### config.mk
export PLATFORM = sky130hd
export DESIGN_NAME = dmadd_unit
export DESIGN_NICKNAME = d
export VERILOG_FILES = /design/src/rtl/dmadd_pkg.sv /design/src/rtl/dmadd_decode.sv /design/src/rtl/dmadd_mul_seq.sv /design/src/rtl/dmadd_add_wide.sv /design/src/rtl/dmadd_unit.sv
export SDC_FILE = /design/constraint.sdc
export NUM_CORES = 2
export LEC_CHECK = 0
export CAP_MARGIN = 10
export CORE_AREA = 10 10 335 337
export CTS_CLUSTER_SIZE = 28
export DETAILED_ROUTE_END_ITERATION = 7
export DIE_AREA = 0 0 345 347
export PLACE_DENSITY_LB_ADDON = 0.2
export SYNTH_ARGS = -nofsm -noshare
export SYNTH_HDL_FRONTEND = slang
export SYNTH_SLANG_ARGS = --single-unit
### constraint.sdc
create_clock -name clk -period 9.95 [get_ports clk]
set_input_delay 1.99 -clock clk [delete_from_list [all_inputs] [get_ports clk]]
set_output_delay 1.99 -clock clk [all_outputs]
set_load 0.02 [all_outputs]
### src/rtl/dmadd_pkg.sv
package dmadd_pkg;

    localparam int unsigned FUNC_W = 6;

    localparam logic [FUNC_W-1:0] FN_HIGH_SIGNED   = 6'd48;
    localparam logic [FUNC_W-1:0] FN_HIGH_UNSIGNED = 6'd49;
    localparam logic [FUNC_W-1:0] FN_LOW           = 6'd51;

    typedef enum logic [1:0] {
        ST_IDLE,
        ST_MUL,
        ST_ADD
    } top_state_e;

    typedef enum logic [1:0] {
        MS_IDLE,
        MS_RUN,
        MS_SIGN
    } mul_state_e;

    typedef struct packed {
        logic legal;
        logic is_signed;
        logic want_high;
    } op_ctrl_t;

endpackage

### src/rtl/dmadd_decode.sv
module dmadd_decode
    import dmadd_pkg::*;
(
    input  logic [FUNC_W-1:0] func_i,
    output op_ctrl_t          ctrl_o
);

    always_comb begin
        ctrl_o = '0;
        unique case (func_i)
            FN_HIGH_SIGNED: begin
                ctrl_o.legal     = 1'b1;
                ctrl_o.is_signed = 1'b1;
                ctrl_o.want_high = 1'b1;
            end
            FN_HIGH_UNSIGNED: begin
                ctrl_o.legal     = 1'b1;
                ctrl_o.is_signed = 1'b0;
                ctrl_o.want_high = 1'b1;
            end
            FN_LOW: begin
                // low half is identical for both readings; signed is used
                ctrl_o.legal     = 1'b1;
                ctrl_o.is_signed = 1'b1;
                ctrl_o.want_high = 1'b0;
            end
            default: ctrl_o = '0;
        endcase
    end

endmodule

### src/rtl/dmadd_mul_seq.sv
module dmadd_mul_seq
    import dmadd_pkg::*;
#(
    parameter int unsigned W     = 64,
    parameter int unsigned DIGIT = 4
) (
    input  logic           clk,
    input  logic           rst_n,
    input  logic           start_i,
    input  logic           signed_i,
    input  logic [W-1:0]   a_i,
    input  logic [W-1:0]   b_i,
    output logic           done_o,
    output logic [2*W-1:0] product_o
);

    localparam int unsigned STEPS = W / DIGIT;
    localparam int unsigned CNT_W = $clog2(STEPS + 1);
    localparam int unsigned UP_W  = W + DIGIT;

    typedef struct packed {
        mul_state_e     state;
        logic [CNT_W-1:0] cnt;
        logic [W-1:0]   mcand;
        logic [2*W-1:0] acc;
        logic           neg;
        logic [2*W-1:0] product;
        logic           done;
    } mul_regs_t;

    mul_regs_t r_d, r_q;

    logic [W-1:0]    mag_a, mag_b;
    logic [DIGIT-1:0] digit;
    logic [UP_W-1:0] partial;
    logic [UP_W-1:0] upper;
    logic [2*W-1:0]  step_acc;

    // magnitudes of the operands (unsigned reading of -MIN is exact)
    always_comb begin
        mag_a = (signed_i && a_i[W-1]) ? (~a_i + 1'b1) : a_i;
        mag_b = (signed_i && b_i[W-1]) ? (~b_i + 1'b1) : b_i;
    end

    // one radix-2^DIGIT step: add mcand*digit into the top, shift right
    always_comb begin
        digit   = r_q.acc[DIGIT-1:0];
        partial = '0;
        for (int j = 0; j < DIGIT; j++) begin
            if (digit[j]) begin
                partial = partial + ({{DIGIT{1'b0}}, r_q.mcand} << j);
            end
        end
        upper    = {{DIGIT{1'b0}}, r_q.acc[2*W-1:W]} + partial;
        step_acc = {upper, r_q.acc[W-1:DIGIT]};
    end

    always_comb begin
        r_d      = r_q;
        r_d.done = 1'b0;
        unique case (r_q.state)
            MS_IDLE: begin
                if (start_i) begin
                    r_d.mcand = mag_a;
                    r_d.acc   = {{W{1'b0}}, mag_b};
                    r_d.neg   = signed_i & (a_i[W-1] ^ b_i[W-1]);
                    r_d.cnt   = '0;
                    r_d.state = MS_RUN;
                end
            end
            MS_RUN: begin
                r_d.acc = step_acc;
                r_d.cnt = r_q.cnt + 1'b1;
                if (r_q.cnt == CNT_W'(STEPS - 1)) begin
                    r_d.state = MS_SIGN;
                end
            end
            MS_SIGN: begin
                r_d.product = r_q.neg ? (~r_q.acc + 1'b1) : r_q.acc;
                r_d.done    = 1'b1;
                r_d.state   = MS_IDLE;
            end
            default: r_d.state = MS_IDLE;
        endcase
    end

    always_ff @(posedge clk or negedge rst_n) begin
        if (!rst_n) begin
            r_q <= '{state: MS_IDLE, default: '0};
        end else begin
            r_q <= r_d;
        end
    end

    assign done_o    = r_q.done;
    assign product_o = r_q.product;

    // every digit of the multiplier must be visited: the step count stays in range
    p_step_bound_r4: assert property (@(posedge clk) disable iff (!rst_n)
        (r_q.state == MS_RUN) |-> (r_q.cnt < CNT_W'(STEPS)));

    // a finished multiply is reported once
    p_mul_done_pulse_r7: assert property (@(posedge clk) disable iff (!rst_n)
        done_o |=> !done_o);

    // the sign step always follows the final iteration
    p_sign_after_run_r4: assert property (@(posedge clk) disable iff (!rst_n)
        (r_q.state == MS_SIGN) |-> ($past(r_q.state) == MS_RUN));

endmodule

### src/rtl/dmadd_add_wide.sv
module dmadd_add_wide #(
    parameter int unsigned W = 64
) (
    input  logic [2*W-1:0] prod_i,
    input  logic [W-1:0]   addend_i,
    input  logic           signed_i,
    output logic [2*W-1:0] sum_o
);

    logic [W:0]   low_sum;
    logic [W-1:0] ext_hi;
    logic [W-1:0] high_sum;

    // two limbs with an explicit carry between them
    always_comb begin
        low_sum  = {1'b0, prod_i[W-1:0]} + {1'b0, addend_i};
        ext_hi   = (signed_i && addend_i[W-1]) ? {W{1'b1}} : {W{1'b0}};
        high_sum = prod_i[2*W-1:W] + ext_hi + {{(W-1){1'b0}}, low_sum[W]};
        sum_o    = {high_sum, low_sum[W-1:0]};
    end

endmodule

### src/rtl/dmadd_unit.sv
module dmadd_unit
    import dmadd_pkg::*;
#(
    parameter int unsigned W     = 64,
    parameter int unsigned DIGIT = 4
) (
    input  logic              clk,
    input  logic              rst_n,
    input  logic              start_i,
    input  logic [FUNC_W-1:0] func_i,
    input  logic [W-1:0]      a_i,
    input  logic [W-1:0]      b_i,
    input  logic [W-1:0]      c_i,
    output logic              busy_o,
    output logic              done_o,
    output logic              illegal_o,
    output logic [W-1:0]      result_o
);

    typedef struct packed {
        top_state_e     state;
        logic           is_signed;
        logic           want_high;
        logic [W-1:0]   addend;
        logic [2*W-1:0] prod;
        logic [W-1:0]   result;
        logic           done;
        logic           illegal;
    } top_regs_t;

    top_regs_t r_d, r_q;

    op_ctrl_t       ctrl;
    logic           mul_start;
    logic           mul_done;
    logic [2*W-1:0] mul_product;
    logic [2*W-1:0] sum;

    dmadd_decode i_decode (
        .func_i (func_i),
        .ctrl_o (ctrl)
    );

    dmadd_mul_seq #(
        .W     (W),
        .DIGIT (DIGIT)
    ) i_mul (
        .clk       (clk),
        .rst_n     (rst_n),
        .start_i   (mul_start),
        .signed_i  (ctrl.is_signed),
        .a_i       (a_i),
        .b_i       (b_i),
        .done_o    (mul_done),
        .product_o (mul_product)
    );

    dmadd_add_wide #(
        .W (W)
    ) i_add (
        .prod_i   (r_q.prod),
        .addend_i (r_q.addend),
        .signed_i (r_q.is_signed),
        .sum_o    (sum)
    );

    always_comb begin
        r_d         = r_q;
        r_d.done    = 1'b0;
        r_d.illegal = 1'b0;
        mul_start   = 1'b0;
        unique case (r_q.state)
            ST_IDLE: begin
                if (start_i) begin
                    if (!ctrl.legal) begin
                        r_d.result  = '0;
                        r_d.done    = 1'b1;
                        r_d.illegal = 1'b1;
                    end else begin
                        mul_start     = 1'b1;
                        r_d.is_signed = ctrl.is_signed;
                        r_d.want_high = ctrl.want_high;
                        r_d.addend    = c_i;
                        r_d.state     = ST_MUL;
                    end
                end
            end
            ST_MUL: begin
                if (mul_done) begin
                    r_d.prod  = mul_product;
                    r_d.state = ST_ADD;
                end
            end
            ST_ADD: begin
                r_d.result = r_q.want_high ? sum[2*W-1:W] : sum[W-1:0];
                r_d.done   = 1'b1;
                r_d.state  = ST_IDLE;
            end
            default: r_d.state = ST_IDLE;
        endcase
    end

    always_ff @(posedge clk or negedge rst_n) begin
        if (!rst_n) begin
            r_q <= '{state: ST_IDLE, default: '0};
        end else begin
            r_q <= r_d;
        end
    end

    assign busy_o    = (r_q.state != ST_IDLE);
    assign done_o    = r_q.done;
    assign illegal_o = r_q.illegal;
    assign result_o  = r_q.result;

    p_done_pulse_r7: assert property (@(posedge clk) disable iff (!rst_n)
        done_o |=> !done_o);

    p_done_not_busy_r7: assert property (@(posedge clk) disable iff (!rst_n)
        done_o |-> !busy_o);

    p_illegal_zero_r6: assert property (@(posedge clk) disable iff (!rst_n)
        illegal_o |-> (done_o && (result_o == '0)));

    p_result_hold_r8: assert property (@(posedge clk) disable iff (!rst_n)
        1'b1 |=> (done_o || $stable(result_o)));

    p_busy_ignore_r9: assert property (@(posedge clk) disable iff (!rst_n)
        (busy_o && start_i) |=> (busy_o || (done_o && !illegal_o)));

    p_mul_only_busy_r7: assert property (@(posedge clk) disable iff (!rst_n)
        mul_done |-> busy_o);

endmodule

Yosys cells after proc, flatten, opt, wreduce, memory -nomap -nowiden. Cells that the tools add are included.

Bits of input ports: 201. Output and inout bits: 67. Flip-flop bits (word level): 591. Word-level logic and storage cells: 87.

Eq/ne operators: 14. Multiplexer cells: 27. Add/sub/neg operators: 11. Reduce and logical (&&, ||, !) cells: 15. Bitwise operators: 5.

Operator list (count): 68-bit two-way mux (5); 64-bit two-way mux (5); 128-bit one-hot mux with 2 select lines (1); 200-bit two-way mux (1); 66-bit two-way mux (2); 65-bit one-hot mux with 2 select lines (1); 128-bit by 1-bit adder with 128-bit output (second input constant) (1); 64-bit by 1-bit adder with 64-bit output (second input constant) (2); 128-bit two-way mux (1); 128-bit NOT (1); 64-bit NOT (2); 64-bit by 68-bit adder with 68-bit output (1); 68-bit by 66-bit adder with 68-bit output (1); 68-bit by 67-bit adder with 68-bit output (1); 64-bit by 65-bit adder with 66-bit output (1); 64-bit by 64-bit adder with 65-bit output (1); 64-bit by 1-bit adder with 64-bit output (1); 64-bit adder (1); 6-bit == test (second input constant) (3); 5-bit one-hot mux with 2 select lines (1); 3-bit one-hot mux with 3 select lines (1); 3-bit AND reduction (3); 2-bit one-hot mux with 2 select lines (2); 2-bit AND reduction (4); other kinds (13) (29).

Longest topological paths before layout.
Word-level depth: 9. Mapped depth: 64. Depth with buffers taken out: 54.

By module. From an unflattened synthesis, not the netlist that was laid out.

Cell total of the unflattened synthesis: 6564. Area, all modules: 54407.2 µm².

By module, submodules not included: dmadd_mul_seq (times used 1, cells an instance 4755, area an instance 36028.3 µm², seq. area each 8232.9 µm²); dmadd_unit (times used 1, cells an instance 703, area an instance 10817.9 µm², seq. area each 6556.3 µm²); dmadd_add_wide (times used 1, cells an instance 1100, area an instance 7504.7 µm², seq. area each 0.0 µm²); dmadd_decode (times used 1, cells an instance 6, area an instance 56.3 µm², seq. area each 0.0 µm²).

Worst setup path before layout. No wires, ideal clock.

Path type: register to register. Start: register i_mul.r_q, in the netlist i_mul.digit[0]. End: register i_mul.r_q[256] (netlist bit). Arrival time: 10875 ps. Path slack: -1046 ps. Period minus slack after synthesis: 10996 ps. Library setup time: 121 ps. Cell stages (with the launch flop): 54. Required time: 9829 ps. Buffers on the path: 8. Cells stage by stage: dfrtp_1 clkbuf_1 clkbuf_1 buf_1 clkbuf_1 clkbuf_1 clkbuf_1 and2_1 fa_1 clkbuf_1 nand3_1 nor3_1 o32ai_1 and3_1 or3b_2 o21ai_0 xor2_1 a21oi_1 (+18 left out) or3_1 nor2b_1 a31oi_1 xnor2_1 mux2_2 ha_1 a21oi_1 o21ai_0 a31oi_1 o21ba_2 o21ai_0 a21o_1 a31o_2 a31oi_1 o31ai_1 o211ai_1 xnor2_1 a22o_1.

Word-level cells in the longest chain between the ends: 9.

Ends and longest elaborated chain: start, declared (RTL line dmadd_mul_seq.sv:31) `mul_regs_t r_d, r_q;`; start signal, assigned (RTL line dmadd_mul_seq.sv:91) `r_q <= r_d;`; 64-bit two-way mux * (RTL line dmadd_mul_seq.sv:50) `if (digit[j]) begin`; 64-bit by 65-bit adder with 66-bit output (RTL line dmadd_mul_seq.sv:51) `partial = partial + ({{DIGIT{1'b0}}, r_q.mcand} << j);`; 68-bit two-way mux * (RTL line dmadd_mul_seq.sv:50); 68-bit by 66-bit adder with 68-bit output (RTL line dmadd_mul_seq.sv:51); 68-bit two-way mux * (RTL line dmadd_mul_seq.sv:50); 68-bit by 67-bit adder with 68-bit output (RTL line dmadd_mul_seq.sv:51); 68-bit two-way mux * (RTL line dmadd_mul_seq.sv:50); 64-bit by 68-bit adder with 68-bit output * (RTL line dmadd_mul_seq.sv:54) `upper = {{DIGIT{1'b0}}, r_q.acc[2*W-1:W]} + partial;`; 128-bit one-hot mux with 2 select lines * (RTL line dmadd_mul_seq.sv:61) `unique case (r_q.state)`.

Every way passes the cells marked *; elsewhere a longest branch is shown, timed or not. A chain may end at the register's enable or synchronous reset.

Worst setup path after layout. Ends and elaborated chain as after synthesis.

==> impl_metrics.prom <==
# TYPE chip_impl_metric gauge
chip_impl_metric{name="timing.clock.skew",unit="ps"} 33.11
chip_impl_info{name="worstSetupStartpointType",value="register"} 1
chip_impl_metric{name="grt_first_pass_wirelength",unit="mm"} 260.7
chip_impl_info{name="postSynth.topFlopCell",value="sky130_fd_sc_hd__dfrtp_1"} 1
chip_impl_metric{name="ctsHoldBuffers",unit=""} 0
chip_impl_metric{name="drt_pre_antenna_iters",unit=""} 6
chip_impl_metric{name="boundaryPins",unit=""} 268
chip_impl_metric{name="fmax",unit="MHz"} 104.9
chip_impl_info{name="hold_path_class",value="reg2reg"} 1
chip_impl_metric{name="syn_inst",unit=""} 6622
chip_impl_info{name="cp-end-kind",value="register"} 1
chip_impl_metric{name="crit_fanout",unit=""} 5
chip_impl_metric{name="post_synth.cell_area_avg",unit="µm²"} 7.879
chip_impl_metric{name="p_leak",unit="nW"} 29.07
chip_impl_metric{name="synth.distinct_cells",unit=""} 90
chip_impl_metric{name="fp.dieArea",unit="µm²"} 119700
chip_impl_metric{name="track_usage",unit="%"} 26.40
chip_impl_metric{name="arrival",unit="ps"} 10070
chip_impl_metric{name="chipWidth",unit="µm"} 345
chip_impl_metric{name="wl_per_cell",unit="µm"} 19.83
chip_impl_metric{name="wirelength",unit="mm"} 166.4
chip_impl_metric{name="viasPerCell",unit=""} 5.859
chip_impl_metric{name="setup_viol_count_final",unit=""} 0
chip_impl_metric{name="netlist_area",unit="µm²"} 52170
chip_impl_metric{name="tritoncts.num_buffers",unit=""} 69
chip_impl_metric{name="synthesis.yosys.warnings",unit=""} 0
chip_impl_metric{name="power.switching_fraction",unit="%"} 33.07
chip_impl_metric{name="portBuffers",unit=""} 267
chip_impl_info{name="cts_tree",value="yes"} 1
chip_impl_metric{name="min_period_over_period",unit="%"} 95.78
chip_impl_metric{name="placed_area",unit="µm²"} 57810
chip_impl_metric{name="power_density",unit="nW/µm²"} 118.7
chip_impl_metric{name="layoutNonFillerInstCount",unit=""} 8391
chip_impl_metric{name="worst_skew_pair.late_latency",unit="ps"} 650
chip_impl_metric{name="synthesis.nets",unit=""} 7212
chip_impl_metric{name="area_delta_synth_final",unit="%"} 16.93
chip_impl_metric{name="route.vias.total",unit=""} 49170
chip_impl_metric{name="number_of_enable_flip_flop_cells_after_synthesis",unit=""} 0
chip_impl_metric{name="worst_path_largest_cell_delay",unit="ps"} 500
chip_impl_metric{name="globalplace.congestion",unit=""} 0.9683
chip_impl_metric{name="synth-async-reset-ratio",unit="%"} 100.0
chip_impl_metric{name="finalInstanceArea",unit="µm²"} 61000
chip_impl_metric{name="clock_power_share",unit="%"} 35.3
chip_impl_metric{name="final_max_tran_viols",unit=""} 0
chip_impl_metric{name="cts_max_level",unit=""} 3
chip_impl_metric{name="design_internal_power",unit="mW"} 4.848
chip_impl_metric{name="share_comb_of_total_power",unit="%"} 25.8
chip_impl_info{name="cts_root_buffer",value="sky130_fd_sc_hd__clkbuf_16"} 1
chip_impl_metric{name="via_count_of_the_first_global_routing_pass",unit=""} 47150
chip_impl_metric{name="timing.max_slew.rel_slack",unit="%"} 24.52
chip_impl_metric{name="grt_start_max_net_pins",unit=""} 154
chip_impl_metric{name="antenna_violations_before_repair",unit=""} 6
chip_impl_info{name="grt_setup_unrepaired",value="yes"} 1
chip_impl_metric{name="initial_core_util",unit="%"} 49.63
chip_impl_metric{name="maxcap_viol_count",unit=""} 0
chip_impl_metric{name="largest_buffer_count_on_any_clock_path",unit=""} 3
chip_impl_metric{name="die-height",unit="µm"} 347
chip_impl_metric{name="fp-row-count",unit=""} 119
chip_impl_metric{name="ir_worst_vdd",unit="mV"} 0.1322
chip_impl_metric{name="whs",unit="ps"} 443.2
chip_impl_metric{name="switchingPower",unit="mW"} 2.395
chip_impl_metric{name="clkSinkCount",unit=""} 591
chip_impl_info{name="outcome",value="complete, no violations"} 1
chip_impl_metric{name="power.sequential.fraction",unit="%"} 38.9
chip_impl_metric{name="final_net_count",unit=""} 7535
chip_impl_metric{name="worst-slew-pin-transition",unit="ps"} 1132
chip_impl_metric{name="finalWorstPathRequiredPeriod",unit="ps"} 9530
chip_impl_metric{name="numPlacedInstances",unit=""} 8243
chip_impl_metric{name="drt_iter0_drc",unit=""} 3177
chip_impl_info{name="timing.setup.critical_path_class",value="reg2reg"} 1
chip_impl_metric{name="drt.antenna.violating_nets",unit=""} 0
chip_impl_metric{name="hold_viol_final",unit=""} 0
chip_impl_info{name="worst_path_max_delay_cell",value="sky130_fd_sc_hd__or4_4"} 1
chip_impl_metric{name="cp.required",unit="ps"} 10490
chip_impl_metric{name="layout-drive-gt1-share",unit="%"} 12.29
chip_impl_metric{name="synth_seq_cells",unit=""} 591
chip_impl_metric{name="clkTransAtPathRegs",unit="ps"} 70
chip_impl_metric{name="route.detailed.drc",unit=""} 0
chip_impl_metric{name="place_hpwl",unit="mm"} 129.3
chip_impl_metric{name="synth-seq-area-share",unit="%"} 28.35
chip_impl_metric{name="placeableCoreArea",unit="µm²"} 105100
chip_impl_metric{name="aggregate_global_routing_overflow",unit=""} 0
## registers in the layout, indices dropped and copies added (netlist names)
name,count
i_mul.done_o,1
done_o,1
i_mul.r_q,196
result_o,64
illegal_o,1
r_q,196
i_mul.product_o,128
i_mul.digit,4
## cell usage in the layout (no fill, tap or decap), drive strengths merged, types with 16 or more instances in the layout
| cell | netlist | routed |
|---|---|---|
| dfrtp | 591 | 591 |
| o22ai | 16 | 16 |
| or4 | 31 | 31 |
| xor2 | 334 | 334 |
| ha | 382 | 382 |
| and2 | 52 | 52 |
| or2 | 27 | 27 |
| or3 | 55 | 55 |
| inv | 144 | 147 |
| o21a | 47 | 47 |
| clkdlybuf4s50 | 0 | 266 |
| o31ai | 65 | 65 |
| a22oi | 80 | 80 |
| nand2b | 67 | 67 |
| nand3 | 98 | 98 |
| nor4 | 33 | 33 |
| o21bai | 73 | 73 |
| o41ai | 36 | 36 |
| a31oi | 55 | 55 |
| a21o | 282 | 282 |
| nand2 | 1167 | 1167 |
| nor2 | 360 | 360 |
| a22o | 16 | 16 |
| a21oi | 531 | 531 |
| nor3 | 86 | 86 |
| o21ai | 682 | 682 |
| clkbuf | 309 | 105 |
| xnor2 | 280 | 280 |
| nand4 | 77 | 77 |
| mux2 | 137 | 137 |
| and3 | 38 | 38 |
| a211oi | 39 | 39 |
| buf | 98 | 392 |
| nor2b | 50 | 50 |
| mux2i | 16 | 16 |
| o211ai | 33 | 33 |
## critical path, delay by kind of cell (launching register included)
kind / cells / cell delay, ps
buf+inv: 4 / 530
flops: 1 / 440
xor+xnor: 4 / 580
simple gates: 13 / 2780
mux: 3 / 830
fa+ha+maj: 5 / 1440
compound gates: 19 / 2810
## worst paths after layout
path / endpoint / startpoint / cells after the start / slack [ps]
max reg2reg: i_mul.r_q[256] / i_mul.digit[0] / 48 / 420
min reg2reg: r_q[87] / i_mul.product_o[21] / 2 / 440
max in group asynchronous: i_mul.product_o[60] / rst_n / 3 / 6580
min: r_q[87] / i_mul.product_o[21] / 2 / 440
max: i_mul.r_q[256] / i_mul.digit[0] / 48 / 420
min in group asynchronous: result_o[10] / rst_n / 1 / 1400
## routing by layer
| layer | GRT usage, % | vias to the layer above | wire (µm) |
|---|---|---|---|
| met5 | 0 | - | 69 |
| met4 | 9.473 | 10 | 6295 |
| li1 | - | 24290 | - |
| met1 | 35.65 | 23080 | 75430 |
| met2 | 43.02 | 1499 | 75580 |
| met3 | 3.375 | 288 | 9018 |
## through the flow
| step | setup slack [ps] | util, % | setup TNS [ps] | power [mW] |
|---|---|---|---|---|
| detailed placement | -20.02 | 55.00 | -20.02 | 4.663 |
| global route | -69.50 | 58.03 | -204.2 | 7.615 |
| CTS | 1.243 | 57.17 | 0 | 7.238 |
| finish | 420.1 | 58.03 | 0 | 7.243 |
| floorplan | 7.516 | - | 0 | 3.928 |
| global placement | 169.1 | 55.00 | 0 | 4.635 |
## cell type report
type	instances	area, µm²
antenna	3	7.507
sequential	591	14800
fill	9874	44110
tap	1391	1740
timing repair buffer	659	5699
multi-input combinational	5479	35940
clock buffer	104	2019
clock inverter	19	245.2
inverter	145	546.8
## what timing repair did
action	4_1_cts	5_1_grt
setup buffers	0	21
pin swaps	2	74
resized for setup	3	183
setup endpoints to repair	4	25
gates cloned	0	1
## Yosys cell counts (all sizes together), types with 16 or more instances
| master | number | area, µm² |
|---|---|---|
| nand2 | 1167 | 4380 |
| nor2b | 50 | 312.8 |
| xnor2 | 280 | 2452 |
| clkbuf | 309 | 1161 |
| nor2 | 360 | 1351 |
| buf | 98 | 616.8 |
| ha | 382 | 4780 |
| o21bai | 73 | 548.0 |
| a22oi | 80 | 600.6 |
| and2 | 52 | 325.3 |
| o31ai | 65 | 498.0 |
| o41ai | 36 | 322.8 |
| a211oi | 39 | 292.8 |
| inv | 144 | 540.5 |
| nand3 | 98 | 495.5 |
| nor4 | 33 | 221.5 |
| xor2 | 334 | 2925 |
| nand2b | 67 | 419.2 |
| or2 | 27 | 171.4 |
| mux2 | 137 | 1543 |
| nand4 | 77 | 481.7 |
| a31oi | 55 | 344.1 |
| o211ai | 33 | 247.7 |
| o21a | 47 | 352.8 |
| a21o | 282 | 2117 |
| nor3 | 86 | 430.4 |
| mux2i | 16 | 160.2 |
| or4 | 31 | 240.2 |
| dfrtp | 591 | 14790 |
| a22o | 16 | 140.1 |
| or3 | 55 | 354.1 |
| o22ai | 16 | 100.1 |
| and3 | 38 | 237.7 |
| o21ai | 682 | 3413 |
| a21oi | 531 | 2658 |
## power groups by stage
stage | Clock [mW] | Combinational (mW) | Sequential [mW]
after floorplan | 0 | 1.18 | 2.75
after global placement | 0 | 1.79 | 2.84
after detailed placement | 0 | 1.81 | 2.85
after CTS | 2.61 | 1.82 | 2.81
after global routing | 2.71 | 2.07 | 2.84
final | 2.56 | 1.87 | 2.82
## logic make-up (layout without fill, tap and decap cells)
kind of cell	Yosys count	in the layout	share of synthesized area (%)
compound gates	2115	2115	25.05
mux	153	153	3.264
other cells	0	3	0
xor+xnor	614	614	10.31
buf+inv	552	927	4.451
simple gates	2205	2205	19.10
fa+ha+maj	392	392	9.487
flops	591	591	28.35
No activity file was read; power rests on OpenSTA's default activity.
